## src/rtl/wlc_pkg.sv

```systemverilog
package wlc_pkg;
   // Width of the no-merge attribute vector
   localparam int ATTR_W = 8;

   // Bit position of each attribute that forbids merging
   typedef enum int {
      ATTR_UNCACHED   = 0,
      ATTR_STRICT_ORD = 1,
      ATTR_MMIO_REG   = 2,
      ATTR_PRIV       = 3,
      ATTR_EXCL_PAIR  = 4,
      ATTR_SWAP       = 5,
      ATTR_COND_SWAP  = 6,
      ATTR_SECURE     = 7
   } attr_bit_e;
endpackage

```

## src/rtl/wlc_byte_mask.sv

```systemverilog
// Builds the byte-enable mask of one request inside a line.
module wlc_byte_mask #(
   parameter int LINE_BYTES = 64,
   localparam int OFF_W = $clog2(LINE_BYTES),
   localparam int LEN_W = OFF_W + 1,
   localparam int SUM_W = LEN_W + 1
) (
   input  logic [OFF_W-1:0]      off_i,
   input  logic [LEN_W-1:0]      len_i,
   output logic [LINE_BYTES-1:0] mask_o
);
   logic [SUM_W-1:0] start_q;
   logic [SUM_W-1:0] stop_q;

   assign start_q = SUM_W'(off_i);
   assign stop_q  = SUM_W'(off_i) + SUM_W'(len_i);

   for (genvar gi = 0; gi < LINE_BYTES; gi++) begin : g_byte
      localparam logic [SUM_W-1:0] POS = SUM_W'(gi);
      assign mask_o[gi] = (POS >= start_q) && (POS < stop_q);
   end
endmodule

```

## src/rtl/wlc_classify.sv

```systemverilog
// Decides whether a request can merge and whether it fits the line.
module wlc_classify
   import wlc_pkg::*;
#(
   parameter int LINE_BYTES = 64,
   localparam int OFF_W = $clog2(LINE_BYTES),
   localparam int LEN_W = OFF_W + 1,
   localparam int SUM_W = LEN_W + 1
) (
   input  logic              valid_i,
   input  logic              write_i,
   input  logic [ATTR_W-1:0] attr_i,
   input  logic [OFF_W-1:0]  off_i,
   input  logic [LEN_W-1:0]  len_i,
   output logic              mergeable_o,
   output logic              range_err_o
);
   logic [SUM_W-1:0] reach;

   assign reach       = SUM_W'(off_i) + SUM_W'(len_i);
   assign mergeable_o = write_i && (attr_i == '0);
   assign range_err_o = valid_i && (reach > SUM_W'(LINE_BYTES));
endmodule

```

## src/rtl/wline_coalesce_tracker.sv

```systemverilog
module wline_coalesce_tracker
   import wlc_pkg::*;
#(
   parameter int LINE_BYTES = 64,
   parameter int ADDR_W     = 32,
   localparam int OFF_W = $clog2(LINE_BYTES),
   localparam int LEN_W = OFF_W + 1
) (
   input  logic                  clk,
   input  logic                  rst_n,
   input  logic                  init_i,
   input  logic                  req_valid_i,
   input  logic                  req_write_i,
   input  logic [ATTR_W-1:0]     req_attr_i,
   input  logic [ADDR_W-1:0]     req_addr_i,
   input  logic [LEN_W-1:0]      req_len_i,
   output logic                  range_err_o,
   output logic                  only_writes_o,
   output logic                  whole_line_o,
   output logic [LINE_BYTES-1:0] bitmap_o
);
   // Elaboration checks on the parameters
   if (LINE_BYTES < 16 || LINE_BYTES > 128 ||
       (LINE_BYTES & (LINE_BYTES - 1)) != 0) begin : g_bad_line
      $error("LINE_BYTES must be a power of two in 16..128");
   end
   if (ADDR_W <= OFF_W) begin : g_bad_addr
      $error("ADDR_W must exceed the line offset width");
   end

   logic [OFF_W-1:0]      req_off;
   logic                  unused_addr_hi;
   logic                  mergeable;
   logic                  range_err;
   logic [LINE_BYTES-1:0] req_mask;
   logic                  ow_q;
   logic [LINE_BYTES-1:0] bm_q;
   logic                  full_cov;
   logic                  accept;
   logic                  ow_next;

   // Offset is the address modulo the line size
   assign req_off        = req_addr_i[OFF_W-1:0];
   assign unused_addr_hi = ^req_addr_i[ADDR_W-1:OFF_W];

   wlc_classify #(.LINE_BYTES(LINE_BYTES)) u_classify (
      .valid_i     (req_valid_i),
      .write_i     (req_write_i),
      .attr_i      (req_attr_i),
      .off_i       (req_off),
      .len_i       (req_len_i),
      .mergeable_o (mergeable),
      .range_err_o (range_err)
   );

   wlc_byte_mask #(.LINE_BYTES(LINE_BYTES)) u_mask (
      .off_i  (req_off),
      .len_i  (req_len_i),
      .mask_o (req_mask)
   );

   assign full_cov = ow_q && (&bm_q);
   assign accept   = req_valid_i && !range_err && !full_cov;
   assign ow_next  = ow_q && mergeable;

   always_ff @(posedge clk or negedge rst_n) begin
      if (!rst_n) begin
         ow_q <= 1'b1;
         bm_q <= '0;
      end else if (init_i) begin
         ow_q <= 1'b1;
         bm_q <= '0;
      end else if (accept) begin
         ow_q <= ow_next;
         if (ow_next) begin
            bm_q <= bm_q | req_mask;
         end
      end
   end

   assign range_err_o   = range_err;
   assign only_writes_o = ow_q;
   assign whole_line_o  = full_cov;
   assign bitmap_o      = bm_q;


   init_clears_chk: assert property (@(posedge clk) disable iff (!rst_n)
      init_i |=> (only_writes_o && bitmap_o == '0));


   flag_sticky_chk: assert property (@(posedge clk) disable iff (!rst_n)
      (!only_writes_o && !init_i) |=> !only_writes_o);


   frozen_map_chk: assert property (@(posedge clk) disable iff (!rst_n)
      (!only_writes_o && !init_i) |=> $stable(bitmap_o));


   full_freeze_chk: assert property (@(posedge clk) disable iff (!rst_n)
      (whole_line_o && !init_i) |=> (whole_line_o && $stable(bitmap_o)));


   range_hold_chk: assert property (@(posedge clk) disable iff (!rst_n)
      (range_err_o && !init_i) |=> ($stable(bitmap_o) && $stable(only_writes_o)));


   map_grows_chk: assert property (@(posedge clk) disable iff (!rst_n)
      !init_i |=> ((bitmap_o & $past(bitmap_o)) == $past(bitmap_o)));
endmodule

```

## config.mk

```make
export PLATFORM = sky130hd
export DESIGN_NAME = wline_coalesce_tracker
export DESIGN_NICKNAME = d
export VERILOG_FILES = /design/src/rtl/wlc_pkg.sv /design/src/rtl/wlc_byte_mask.sv /design/src/rtl/wlc_classify.sv /design/src/rtl/wline_coalesce_tracker.sv
export SDC_FILE = /design/constraint.sdc
export NUM_CORES = 1
export LEC_CHECK = 0
export BUFFER_PORTS_ARGS = -buffer_cell sky130_fd_sc_hd__buf_2
export CAP_MARGIN = 20
export CORE_MARGIN = 2
export CORE_UTILIZATION = 47
export CTS_CLUSTER_SIZE = 20
export DETAILED_ROUTE_END_ITERATION = 16
export GPL_ROUTABILITY_DRIVEN = 0
export PLACE_DENSITY_LB_ADDON = 0.1
export RECOVER_POWER = 100
export SETUP_SLACK_MARGIN = 0.15
export SLEW_MARGIN = 20
export SYNTH_ARGS = -nofsm -noshare
export SYNTH_HDL_FRONTEND = slang
export SYNTH_SLANG_ARGS = --single-unit
```

## constraint.sdc

```tcl
create_clock -name clk -period 2.9 [get_ports clk]
set_clock_uncertainty 0.1 [all_clocks]
set_input_delay 0.435 -clock clk [delete_from_list [all_inputs] [get_ports clk]]
set_output_delay 0.435 -clock clk [all_outputs]
set_load 0.005 [all_outputs]
```

==> flow_metrics.py <==
metrics = {
    "outcome": {
        "run_status": "finished with violations",
        "violations": "max-capacitance violations, max-slew violations",
    },
    "route": {
        "viasPerCell": 6.39,
        "wirelength_um": 13800,
        "detailedRoute.firstPassIterationCount": 6,
        "drtIter0Drc": 519,
        "post_drt_wl_per_cell_um": 20.8,
        "final_antenna_net_count": 0,
        "route.detailed.drc": 0,
        "vias": 4246,
    },
    "cells_and_area": {
        "fillers": 697,
        "num_antenna_cells": 0,
        "nets": 616,
        "layout_common_cells": "buf_2 (65), dfrtp_1 (64), buf_4 (51)",
        "mostFrequentLayoutCell": "buf_2",
        "drive_above_1_share_pct": 29.7,
        "synthToLayoutAreaGrowth_pct": 33.2,
        "fin_cells": 664,
    },
    "grt": {
        "grt_use_total_pct": 31.6,
        "antenna_found_initial": 0,
        "first_global_vias": 3870,
        "grt_remaining_overflow": 0,
        "grt_max_degree": 40,
        "grt_pass1_wl_um": 20900,
    },
    "yosys": {
        "syn-num-nets": 471,
        "synth-edff-count": 0,
        "synthTopCellsByArea": "dfrtp_1 (42%), o2bb2ai_1 (12%), o21ai_0 (4.9%), nor2_1 (4.2%), nand2_1 (3.2%)",
        "yosys.area.top_type": "dfrtp_1",
        "yosysTopAreaCellShare_pct": 42.5,
        "syn-cell-area_um2": 3770,
        "synth_cells": 412,
        "synth_flop_cell": "dfrtp_1",
        "ys_warn_count": 0,
        "yosysSeqAreaShare_pct": 43.2,
        "synth.avg_cell_area_um2": 9.15,
        "async_reset_ff_share_pct": 100,
        "yosysUniqueCellTypes": 57,
        "synth.ff_latch_count": 65,
    },
    "worst_setup_path": {
        "crit_fanout": 4,
        "cp-start-kind": "input port",
        "critical_path_class": "input port to output port",
        "crit_required_ps": 2370,
        "reg2reg_to": "bitmap_o[46]",
        "startpoint": "req_addr_i[0]",
        "endpoint": "range_err_o",
        "rr_worst_depth": 11,
        "rrSetupSlack_ps": 190,
        "rr_startpoint": "only_writes_o",
        "arrival_ps": 2310,
        "cp-end-kind": "output port",
    },
    "sta": {
        "layout_min_cycle_time_ps": 2840,
        "grt_setup_unrepaired": "true",
        "report.final.slew_viol_count": 28,
        "hold_violations": 0,
        "period_share_pct": 98.0,
        "relSlewSlack_pct": -1.21,
        "whs_ps": 292,
        "max_freq_mhz": 352,
        "tns_ps": 0,
        "worst_slew_pin_slew_ps": 1520,
        "setup_viol": 0,
    },
    "floorplanning": {
        "fp.dieW_um": 93.6,
        "die_area_um2": 8760,
        "core_um2": 7770,
        "io_pins": 119,
        "die-height_um": 93.6,
        "start_util_pct": 48.6,
        "rows": 32,
    },
    "clocking": {
        "cts_root_buffer": "clkbuf_8",
        "path_clk_slew_ps": 80,
        "clk_path_buf_depth": 2,
        "htree_levels": 3,
        "cts_tree": "built",
        "cts_hold_buf": 0,
        "numCtsBuffers": 9,
        "cts_sinks": 65,
        "clk-insertion-delay-late_ps": 350,
    },
    "pwr": {
        "irDropWorstVdd_v": 0.000304,
        "power_density_nw_per_um2": 441,
        "combPwrFrac_pct": 28.4,
        "p_total_mw": 2.21,
        "p_int_mw": 1.45,
        "p_leak_nw": 2.32,
        "p_seq_share_pct": 41.1,
        "p_sw_uw": 762,
        "clkPwrFrac_pct": 30.5,
        "p_sw_share_pct": 34.4,
    },
    "hold_path": {
        "hold_path_class": "input port to flop",
    },
    "place": {
        "dp_hpwl_um": 10100,
        "io_buffers": 92,
        "placedCellCount": 638,
    },
    "job": {
        "drv_cap": 1,
    },
}
## cell usage after synthesis, drive strengths merged (2+ instances only)
master,instances
a2111oi,2
a211o,2
a211oi,2
a21o,4
a21oi,14
a31oi,8
and2,4
and3,3
buf,6
clkbuf,21
dfrtp,64
ha,6
inv,11
nand2,33
nand3,11
nand4,17
nor2,42
nor3,8
nor4,4
o211a,2
o211ai,4
o21ai,39
o221ai,6
o22ai,19
o2bb2ai,51
o32ai,4
or3,2
xnor2,3
xor2,2
## sequential cells by signal, summed over array words and instances, names as in the netlist
register,flops
bitmap_o,64
only_writes_o,1
## routing by layer
| layer | wire length [um] | up-vias | global-route usage, % |
|---|---|---|---|
| li1 | - | 1881 | - |
| met1 | 5670 | 2034 | 44.4 |
| met2 | 6210 | 274 | 47.8 |
| met3 | 1310 | 57 | 7.57 |
| met4 | 607 | 0 | 11.5 |
| met5 | 0 | - | 0 |
## power groups by stage
stage | registers, mW | clock network, mW | logic, mW
2_1_floorplan | 0.928 | 0 | 0.320
3_3_place_gp | 0.927 | 0 | 0.568
3_5_place_dp | 0.928 | 0 | 0.572
4_1_cts | 0.910 | 0.680 | 0.595
5_1_grt | 0.909 | 0.728 | 0.667
6_report | 0.910 | 0.676 | 0.629
## what timing repair did
action / CTS / global route
cloned: 0 / 1
resized for setup: 10 / 16
buffers inserted: 7 / 2
endpoints found under the setup margin: 24 / 64
pin swaps: 8 / 7
## per-stage QoR
step	setup slack [ps]	area, um^2	util (%)
2_1_floorplan	119	3780	-
3_3_place_gp	-145	4720	60.8
3_5_place_dp	-242	4720	60.8
4_1_cts	1.73	5020	64.6
5_1_grt	14.8	5020	64.7
6_report	59.1	5020	64.7
## how the worst min path moves through the flow
stage / from / end / cells after the start
2_1_floorplan: rst_n / bitmap_o[0] / 0
3_3_place_gp: only_writes_o / only_writes_o / 2
3_5_place_dp: only_writes_o / only_writes_o / 2
4_1_cts: rst_n / bitmap_o[23] / 1
5_1_grt: req_valid_i / only_writes_o / 4
6_report: req_valid_i / only_writes_o / 4
## cell type report
class,count,area [um^2],share of cell area (%)
Multi-Input combinational cell,309,2070,41.3
Sequential cell,65,1630,32.4
Timing Repair Buffer,161,988,19.7
Clock buffer,11,131,2.62
Tap cell,102,128,2.54
Inverter,11,41.3,0.822
Clock inverter,5,33.8,0.673
## cell families (layout without fill, tap and decap cells)
logic type	Yosys count	count (layout)	share of synthesized area, %
AO/OA/AOI/OAI	164	164	31.6
AND/OR/NAND/NOR	132	132	17.1
flip-flops	65	65	43.2
buffers and inverters	38	188	4.01
adder cells (fa/ha/maj)	7	7	2.52
XOR/XNOR	5	5	1.36
multiplexers	1	1	0.265
## worst max-delay path, cell delays in order
cell and delay [ps]:
buf_6 100, ha_4 150, fa_2 360, a211o_4 370, a2111oi_4 360, a211oi_2 100, buf_4 170, and3_4 140
buf_6 110
Power figures use the tool's default switching activity.
